[src/rtl/nsr_pkg.sv]
// Shared types for the NOR status responder.
package nsr_pkg;
    // Controller states: idle, program busy, erase busy, erase suspended.
    typedef enum logic [1:0] {
        ST_IDLE = 2'd0,
        ST_PGM  = 2'd1,
        ST_ERS  = 2'd2,
        ST_SUSP = 2'd3
    } nsr_state_e;
endpackage

[src/rtl/nsr_countdown.sv]
// Loadable down-counter with a zero flag.
// Assumes load and dec are never needed together (load wins).
module nsr_countdown #(
    parameter int W = 8
) (
    input  logic         clk,
    input  logic         rst_n,
    input  logic         load,
    input  logic [W-1:0] load_val,
    input  logic         dec,
    output logic         zero
);
    logic [W-1:0] cnt;

    // Counter register: load a start value, or step down by one.
    always_ff @(posedge clk) begin
        if (!rst_n)    cnt <= '0;
        else if (load) cnt <= load_val;
        else if (dec)  cnt <= cnt - 1'b1;
    end

    assign zero = (cnt == '0);
endmodule

[src/rtl/nsr_ctrl.sv]
// Operation controller: accepts requests, times program and erase,
// handles suspend/resume and issues commit strobes to the read path.
// Assumes requests are single-cycle pulses; disallowed ones are dropped.
module nsr_ctrl
    import nsr_pkg::*;
#(
    parameter int AW        = 12,
    parameter int SECW      = 4,
    parameter int PROG_CYC  = 300,
    parameter int ERS_CYC   = 20000,
    parameter int PPROG_CYC = 50,
    parameter int PERS_CYC  = 5000
) (
    input  logic            clk,
    input  logic            rst_n,
    input  logic            pgm_req,
    input  logic            ers_req,
    input  logic            sus_req,
    input  logic            res_req,
    input  logic [AW-1:0]   cmd_addr,
    input  logic [7:0]      cmd_data,
    input  logic            cmd_prot,
    output nsr_state_e      state,
    output logic [AW-1:0]   pgm_addr,
    output logic [7:0]      pgm_data,
    output logic [SECW-1:0] ers_sec,
    output logic            commit_pgm,
    output logic            commit_ers
);
    localparam int PMAX = (PROG_CYC > PPROG_CYC) ? PROG_CYC : PPROG_CYC;
    localparam int EMAX = (ERS_CYC > PERS_CYC) ? ERS_CYC : PERS_CYC;
    localparam int PW   = $clog2(PMAX + 1);
    localparam int EW   = $clog2(EMAX + 1);

    logic            pgm_prot, pgm_in_susp, ers_prot;
    logic            pgm_zero, ers_zero;
    logic            pgm_acc, ers_acc, sus_acc, res_acc;
    logic            pgm_done, ers_done;
    logic [SECW-1:0] cmd_sec;
    logic [PW-1:0]   pgm_len;
    logic [EW-1:0]   ers_len;

    // Request acceptance and completion decode.
    always_comb begin
        cmd_sec  = cmd_addr[AW-1 -: SECW];
        pgm_acc  = pgm_req && ((state == ST_IDLE) ||
                               (state == ST_SUSP && cmd_sec != ers_sec));
        ers_acc  = ers_req && (state == ST_IDLE) && !pgm_req;
        sus_acc  = sus_req && (state == ST_ERS) && !ers_prot && !ers_zero;
        res_acc  = res_req && (state == ST_SUSP) && !pgm_acc;
        pgm_done = (state == ST_PGM) && pgm_zero;
        ers_done = (state == ST_ERS) && ers_zero;
        pgm_len  = cmd_prot ? PW'(PPROG_CYC - 1) : PW'(PROG_CYC - 1);
        ers_len  = cmd_prot ? EW'(PERS_CYC - 1)  : EW'(ERS_CYC - 1);
    end

    assign commit_pgm = pgm_done && !pgm_prot;
    assign commit_ers = ers_done && !ers_prot;

    nsr_countdown #(.W(PW)) u_pgm_cnt (
        .clk      (clk),
        .rst_n    (rst_n),
        .load     (pgm_acc),
        .load_val (pgm_len),
        .dec      ((state == ST_PGM) && !pgm_zero),
        .zero     (pgm_zero)
    );

    nsr_countdown #(.W(EW)) u_ers_cnt (
        .clk      (clk),
        .rst_n    (rst_n),
        .load     (ers_acc),
        .load_val (ers_len),
        .dec      ((state == ST_ERS) && !ers_zero),
        .zero     (ers_zero)
    );

    // State register and capture of the accepted command.
    always_ff @(posedge clk) begin
        if (!rst_n) begin
            state       <= ST_IDLE;
            pgm_addr    <= '0;
            pgm_data    <= '0;
            pgm_prot    <= 1'b0;
            pgm_in_susp <= 1'b0;
            ers_sec     <= '0;
            ers_prot    <= 1'b0;
        end else begin
            if (pgm_acc) begin
                pgm_addr    <= cmd_addr;
                pgm_data    <= cmd_data;
                pgm_prot    <= cmd_prot;
                pgm_in_susp <= (state == ST_SUSP);
            end
            if (ers_acc) begin
                ers_sec  <= cmd_sec;
                ers_prot <= cmd_prot;
            end
            case (state)
                ST_IDLE: if (pgm_acc) state <= ST_PGM;
                         else if (ers_acc) state <= ST_ERS;
                ST_PGM:  if (pgm_done) state <= pgm_in_susp ? ST_SUSP : ST_IDLE;
                ST_ERS:  if (ers_done) state <= ST_IDLE;
                         else if (sus_acc) state <= ST_SUSP;
                ST_SUSP: if (pgm_acc) state <= ST_PGM;
                         else if (res_acc) state <= ST_ERS;
                default: state <= ST_IDLE;
            endcase
        end
    end
endmodule

[src/rtl/nsr_readpath.sv]
// Read path: one stored byte slot, polling-status mux on bit 7 and a
// one-cycle register on bits 6..0. Assumes commit strobes never coincide.
module nsr_readpath
    import nsr_pkg::*;
#(
    parameter int AW   = 12,
    parameter int SECW = 4
) (
    input  logic            clk,
    input  logic            rst_n,
    input  nsr_state_e      state,
    input  logic [AW-1:0]   pgm_addr,
    input  logic [7:0]      pgm_data,
    input  logic [SECW-1:0] ers_sec,
    input  logic            commit_pgm,
    input  logic            commit_ers,
    input  logic [AW-1:0]   rd_addr,
    output logic [7:0]      rd_data
);
    logic          st_valid;
    logic [AW-1:0] st_addr;
    logic [7:0]    st_data;
    logic [6:0]    low_q;
    logic [7:0]    true_byte;
    logic          show, stat_b7;

    // Stored byte slot: written by a program, cleared by an erase of its sector.
    always_ff @(posedge clk) begin
        if (!rst_n) begin
            st_valid <= 1'b0;
            st_addr  <= '0;
            st_data  <= 8'hFF;
        end else if (commit_pgm) begin
            st_valid <= 1'b1;
            st_addr  <= pgm_addr;
            st_data  <= pgm_data;
        end else if (commit_ers && st_addr[AW-1 -: SECW] == ers_sec) begin
            st_valid <= 1'b0;
        end
    end

    // Array view and status selection for the current read address.
    always_comb begin
        true_byte = (st_valid && rd_addr == st_addr) ? st_data : 8'hFF;
        show      = 1'b0;
        stat_b7   = 1'b1;
        case (state)
            ST_PGM:  begin show = 1'b1; stat_b7 = ~pgm_data[7]; end
            ST_ERS:  begin show = 1'b1; stat_b7 = 1'b0; end
            ST_SUSP: begin show = (rd_addr[AW-1 -: SECW] == ers_sec); stat_b7 = 1'b1; end
            default: begin show = 1'b0; stat_b7 = 1'b1; end
        endcase
    end

    // Low data bits trail by one cycle; zero while status is shown.
    always_ff @(posedge clk) begin
        if (!rst_n)    low_q <= 7'h7F;
        else if (show) low_q <= '0;
        else           low_q <= true_byte[6:0];
    end

    assign rd_data = {show ? stat_b7 : true_byte[7], low_q};
endmodule

[src/rtl/nor_status_resp.sv]
// Top of the NOR program/erase status responder.
// Assumes all requests are synchronous to clk; timing windows in cycles.
module nor_status_resp
    import nsr_pkg::*;
#(
    parameter int AW        = 12,
    parameter int SECW      = 4,
    parameter int PROG_CYC  = 300,
    parameter int ERS_CYC   = 20000,
    parameter int PPROG_CYC = 50,
    parameter int PERS_CYC  = 5000
) (
    input  logic          clk,
    input  logic          rst_n,
    input  logic          pgm_req,
    input  logic          ers_req,
    input  logic          sus_req,
    input  logic          res_req,
    input  logic [AW-1:0] cmd_addr,
    input  logic [7:0]    cmd_data,
    input  logic          cmd_prot,
    input  logic [AW-1:0] rd_addr,
    output logic [7:0]    rd_data,
    output logic          ready
);
    nsr_state_e      state;
    logic [AW-1:0]   pgm_addr;
    logic [7:0]      pgm_data;
    logic [SECW-1:0] ers_sec;
    logic            commit_pgm, commit_ers;

    nsr_ctrl #(
        .AW(AW), .SECW(SECW), .PROG_CYC(PROG_CYC), .ERS_CYC(ERS_CYC),
        .PPROG_CYC(PPROG_CYC), .PERS_CYC(PERS_CYC)
    ) u_ctrl (
        .clk(clk), .rst_n(rst_n),
        .pgm_req(pgm_req), .ers_req(ers_req), .sus_req(sus_req), .res_req(res_req),
        .cmd_addr(cmd_addr), .cmd_data(cmd_data), .cmd_prot(cmd_prot),
        .state(state), .pgm_addr(pgm_addr), .pgm_data(pgm_data), .ers_sec(ers_sec),
        .commit_pgm(commit_pgm), .commit_ers(commit_ers)
    );

    nsr_readpath #(.AW(AW), .SECW(SECW)) u_rd (
        .clk(clk), .rst_n(rst_n), .state(state),
        .pgm_addr(pgm_addr), .pgm_data(pgm_data), .ers_sec(ers_sec),
        .commit_pgm(commit_pgm), .commit_ers(commit_ers),
        .rd_addr(rd_addr), .rd_data(rd_data)
    );

    assign ready = (state == ST_IDLE) || (state == ST_SUSP);
endmodule

[config.mk]
export PLATFORM = sky130hd
export DESIGN_NAME = nor_status_resp
export DESIGN_NICKNAME = d
export VERILOG_FILES = /design/src/rtl/nsr_pkg.sv /design/src/rtl/nsr_countdown.sv /design/src/rtl/nsr_ctrl.sv /design/src/rtl/nsr_readpath.sv /design/src/rtl/nor_status_resp.sv
export SDC_FILE = /design/constraint.sdc
export NUM_CORES = 1
export LEC_CHECK = 0
export ABC_AREA = 1
export BUFFER_PORTS_ARGS = -buffer_cell sky130_fd_sc_hd__buf_2
export CORE_MARGIN = 2
export CORE_UTILIZATION = 50
export DETAILED_ROUTE_END_ITERATION = 10
export GPL_TIMING_DRIVEN = 0
export PLACE_DENSITY = 0.7
export RECOVER_POWER = 100
export SYNTH_ARGS = -nofsm -noshare
export SYNTH_HDL_FRONTEND = slang
export SYNTH_SLANG_ARGS = --single-unit
[constraint.sdc]
create_clock -name clk -period 2.5 [get_ports clk]
set_input_delay 0.75 -clock clk [delete_from_list [all_inputs] [get_ports clk]]
set_output_delay 0.75 -clock clk [all_outputs]
set_load 0.01 [all_outputs]
Yosys cells after proc, flatten, opt, wreduce, memory -nomap -nowiden:

Index checks and enable logic that the tools add are counted.
W data, S select, Z words.

* bits in registers: 81
* input port bits: 39
* output and inout port bits: 9
* logic and storage cells: 82

* $add $sub $neg: 2
* eq/ne operators: 11
* mux-type cells: 22
* bitwise operators: 1
* reduce and logical (&&, ||, !) cells: 33

Operators with widths (count)
* $mux W15: 3
* $mux W9: 3
* $logic_and A1 B1 Y1: 17
* $mux W2: 8
* $logic_not A15 Y1: 1
* $sub A15 B1 Y15 const B: 1
* $eq A12 B12 Y1: 1
* $logic_not A9 Y1: 1
* $ne A3 B1 Y1 const B: 3
* $sub A9 B1 Y9 const B: 1
* $eq A4 B4 Y1: 2
* $mux W8: 1
* $pmux W2 S4: 1
* $mux W7: 1
* $logic_not A1 Y1: 6
* $reduce_bool A2 Y1: 3
* $eq A2 B2 Y1 const B: 2
* $ne A4 B4 Y1: 1
* $pmux W1 S2: 2
* $reduce_and A4 Y1: 1
* $mux W1: 3
* $eq A2 B1 Y1 const B: 1
* $logic_not A2 Y1: 1
* $logic_or A1 B1 Y1: 2
* other kinds (3): 3

Depth between registers and ports, before layout:

* word-level depth: 9
* gate-level depth with buffers: 14
* gate-level depth less buffers: 13

Modules after synthesis:

A second synthesis with hierarchy kept.

* cells, all modules: 664
* area, all modules: 4419.2 um^2

Modules (own cells, without submodules)
* nsr_readpath: instances 1, cells each 243, area an instance 1547.7 um^2, seq. area each 560.5 um^2
* nsr_ctrl: instances 1, cells each 177, area an instance 1282.5 um^2, seq. area each 580.6 um^2
* nsr_countdown (u_ctrl.u_ers_cnt): instances 1, cells each 152, area an instance 982.2 um^2, seq. area each 300.3 um^2
* nsr_countdown (u_ctrl.u_pgm_cnt): instances 1, cells each 87, area an instance 588.1 um^2, seq. area each 180.2 um^2
* nor_status_resp: instances 1, cells each 5, area an instance 18.8 um^2, seq. area each 0.0 um^2

Worst setup path before layout:

OpenSTA, ideal clock, no wires.

* kind: input to output
* from: input port rd_addr[10]
* to: output port rd_data[7]
* arrival time: 1.602 ns
* required time: 1.750 ns
* slack: 0.148 ns
* stages on the path: 7
* buffers on the path: 0
* path through: or2_2 a21oi_1 o2111ai_1 nand2_1 nand2_1 nor2_1 nor2_1

* longest elaborated chain between the ends: 4
* elaborated cells on any way between the ends: 6
* classes of those cells: eq/ne (2); mux (3); reduce/logical (1)

Ends and longest elaborated chain
* start: declaration: RTL line nor_status_resp.sv:22 `input logic [AW-1:0] rd_addr,`
* $eq A12 B12 Y1: RTL line nsr_readpath.sv:44 `true_byte = (st_valid && rd_addr == st_addr) ? st_data : 8'hFF;`
* $logic_and A1 B1 Y1: RTL line nsr_readpath.sv:44
* $mux W8: RTL line nsr_readpath.sv:44
* $mux W1 (*): RTL line nsr_readpath.sv:62 `assign rd_data = {show ? stat_b7 : true_byte[7], low_q};`
* end: declaration: RTL line nor_status_resp.sv:23 `output logic [7:0] rd_data,`

Mark *: on every way between the ends. The rest lies on a longest branch, timed or not.

Worst setup path after layout:

Ends and elaborated chain as after synthesis.

==> results.py <==
metrics = {
    "hold_path": {
        "worstHoldPathType": "register to register",
    },
    "synthesis": {
        "synth_area_mm2": 0.00392,
        "synth.top_cells.by_count": "nand2_1 (124), dfxtp_1 (81), nor2_1 (72)",
        "syn_avg_cell_area_um2": 7.14,
        "post-synth-top-count-cell": "nand2_1",
        "syn-num-nets": 594,
        "synth_flop_cell": "dfxtp_1",
        "yosys_warnings": 0,
        "ys_seq_area_frac": 0.414,
        "synth_edf_count": 0,
        "yosys_register_bits": 81,
        "synthCells": 548,
        "synth_cell_type_count": 35,
        "synth-async-reset-ratio": 0,
        "synth_top_area_cell": "dfxtp_1",
        "synth_top_area_share": 0.414,
        "synth_top_cells_by_area": "dfxtp_1 (41%), nand2_1 (12%), nor2_1 (6.9%)",
    },
    "outcome": {
        "violations": "setup timing",
        "status": "finished, violations left",
    },
    "routing": {
        "dr_wl_met2_um": 4550,
        "dr.pass1.iters": 5,
        "routed_wl_um": 9750,
        "detail_route.wl_per_cell_um": 13.5,
        "drtAntennaViolNets": 0,
        "routed.top_layer": "met4",
        "drc": 0,
        "num_vias": 3713,
        "vias_per_cell": 5.16,
        "wl_met3_um": 400,
        "wl_met1_um": 4620,
        "drtIter0Drc": 215,
    },
    "clocking": {
        "htreeDepth": 3,
        "cts_root_buffer": "clkbuf_8",
        "clock_latency_ns": 0.37,
        "cts.sinks": 81,
        "cts_tree": "done",
        "cts_buffers": 9,
        "cts_buffer_depth": 2,
        "path_clk_slew_ns": 0.09,
    },
    "floorplanning": {
        "row_count": 32,
        "coreArea_mm2": 0.00765,
        "io_pins": 48,
        "dieArea_mm2": 0.00855,
        "start_util": 0.512,
        "die_h_um": 92.5,
        "die_w_um": 92.5,
    },
    "global_route": {
        "antenna_found_initial": 0,
        "grt_overflow": 0,
        "grtUsageTotal": 0.235,
        "grt_max_degree": 16,
        "grt_pass1_wl_um": 15900,
        "grt_pass1_vias": 3458,
    },
    "timing": {
        "period_minus_slack_ns": 2.59,
        "max_slew.worst_pin.slew_ns": 0.606,
        "setup_viol": 1,
        "fin_crit_sh": 1.04,
        "slew_violations": 0,
        "holdWs_ns": 0.459,
        "clock_skew_ns": 0.00902,
        "rsz0062_at_grt": "yes",
        "finalHoldViolCount": 0,
        "relSlewSlack": 0.596,
        "fmax_mhz": 386,
        "setup_ws_ns": -0.0911,
    },
    "placement": {
        "preCtsSetupSlack_ns": -0.356,
        "hpwl_um": 6850,
        "gp_congestion": 0.911,
        "numPortBuffers": 47,
    },
    "critical_path": {
        "ff2ff_path_depth": 15,
        "startpoint_type": "input port",
        "r2r_slack_ns": 0.20,
        "crit_type": "input port to output pin",
        "crit_end": "rd_data[7]",
        "critPathRequiredTime_ns": 1.75,
        "r2r-end": "u_rd.low_q[5]",
        "worstSetupStartpoint": "rd_addr[10]",
        "rr_startpoint": "u_ctrl.state[0]",
        "end_kind": "output pin",
        "cp.arrival_ns": 1.84,
        "crit_fanout": 3,
    },
    "power_and_ir_drop": {
        "power_density_mw_per_mm2": 1170,
        "leakage_nw": 2.00,
        "peakVddDrop_mv": 0.498,
    },
    "cells_and_area": {
        "area_growth_pct": 15.9,
        "antenna_cells": 0,
        "n_fill_cell": 740,
        "drive_above_1_share": 0.159,
        "finalNetCount": 659,
    },
    "flow_run": {
        "cap_violations": 0,
    },
}
==> worst max-delay path: stages <==
cell	delay, ns
buf_8	0.10
or2_4	0.23
a21oi_4	0.15
o2111ai_4	0.15
nand2_1	0.11
nand2_2	0.07
nor2_2	0.10
nor2_1	0.05
buf_2	0.13
==> cells in the final DEF, fill, tap and decap left out, types with 7 or more instances in the layout <==
master | netlist | final
nand3_1 | 31 | 31
xnor2_1 | 7 | 7
dfxtp_1 | 81 | 79
buf_2 | 5 | 40
nor2_1 | 72 | 70
nand2_1 | 124 | 127
o21ai_1 | 16 | 13
buf_4 | 2 | 7
clkbuf_1 | 7 | 23
a21oi_1 | 40 | 38
clkbuf_8 | 0 | 10
o21ai_0 | 38 | 38
xor2_1 | 7 | 7
inv_1 | 50 | 50
==> report_power, final <==
part           total (mW)  internal (mW)  leakage [nW]  switching [mW]
clock network        1.03          0.501         0.104           0.529
registers            1.86           1.62         0.664           0.232
logic                2.41          0.881          1.24            1.53
==> area by class of cell <==
class | instances | area, um^2 | area share
Clock inverter | 6 | 72.6 | 0.0160
Buffer | 19 | 85.1 | 0.0188
Multi-Input combinational cell | 392 | 1990 | 0.439
Sequential cell | 81 | 1620 | 0.358
Clock buffer | 10 | 138 | 0.0303
Inverter | 56 | 211 | 0.0466
Timing Repair Buffer | 54 | 287 | 0.0632
Tap cell | 102 | 128 | 0.0281
==> flip-flops by register name, summed over array words and instances (netlist names), 2 cells and up <==
signal                count
u_ctrl.pgm_data           8
u_rd.st_addr             12
u_rd.low_q                7
u_ctrl.pgm_addr          12
u_ctrl.u_pgm_cnt.cnt      9
u_ctrl.u_ers_cnt.cnt     15
u_rd.st_data              8
u_ctrl.state              2
u_ctrl.ers_sec            4
==> logic make-up (layout without fill, tap and decap cells) <==
kind of cell / Yosys count / after routing / share of synthesized area
AND/OR/NAND/NOR: 260 / 260 / 0.290
AO/OA/AOI/OAI: 111 / 111 / 0.151
flip-flops: 81 / 81 / 0.414
buffers and inverters: 75 / 145 / 0.0920
XOR/XNOR: 14 / 14 / 0.0313
adder cells (fa/ha/maj): 7 / 7 / 0.0224
==> metrics by stage <==
| stage | std cells | util | setup TNS, ns | total power, mW | area, um^2 |
|---|---|---|---|---|---|
| floorplan | 548 | - | 0 | 3.70 | 3920 |
| global placement | 697 | 0.559 | -0.298 | 4.18 | 4280 |
| detailed placement | 697 | 0.559 | -0.356 | 4.24 | 4280 |
| CTS | 722 | 0.600 | -0.0819 | 5.38 | 4590 |
| global route | 720 | 0.593 | -0.205 | 5.73 | 4540 |
| finish | 720 | 0.593 | -0.0911 | 5.29 | 4540 |
==> routing by layer <==
layer,global-route usage,up-vias
met1,0.306,1711
met4,0.103,0
met5,0,-
met2,0.380,83
met3,0.0464,14
li1,-,1905
==> worst min-delay path by stage <==
stage                             from         endpoint  slack (ns)  depth (start not counted)
finish              u_ctrl.pgm_data[2]  u_rd.st_data[2]        0.46                          2
global route        u_ctrl.pgm_data[3]  u_rd.st_data[3]        0.49                          2
CTS                 u_ctrl.pgm_data[2]  u_rd.st_data[2]        0.46                          2
detailed placement  u_ctrl.pgm_data[3]  u_rd.st_data[3]        0.45                          2
global placement    u_ctrl.pgm_data[3]  u_rd.st_data[3]        0.44                          2
floorplan           u_ctrl.pgm_data[0]  u_rd.st_data[0]        0.43                          2
==> timing repair <==
| action | 4_1_cts | 5_1_grt |
|---|---|---|
| pin swaps | 5 | 7 |
| endpoints found under the hold margin | 0 | 0 |
| gates resized for setup | 10 | 22 |
| setup buffers | 9 | 0 |
| hold buffers | 0 | 0 |
| setup endpoints to repair | 1 | 8 |
(Power assumes the default switching activity.)
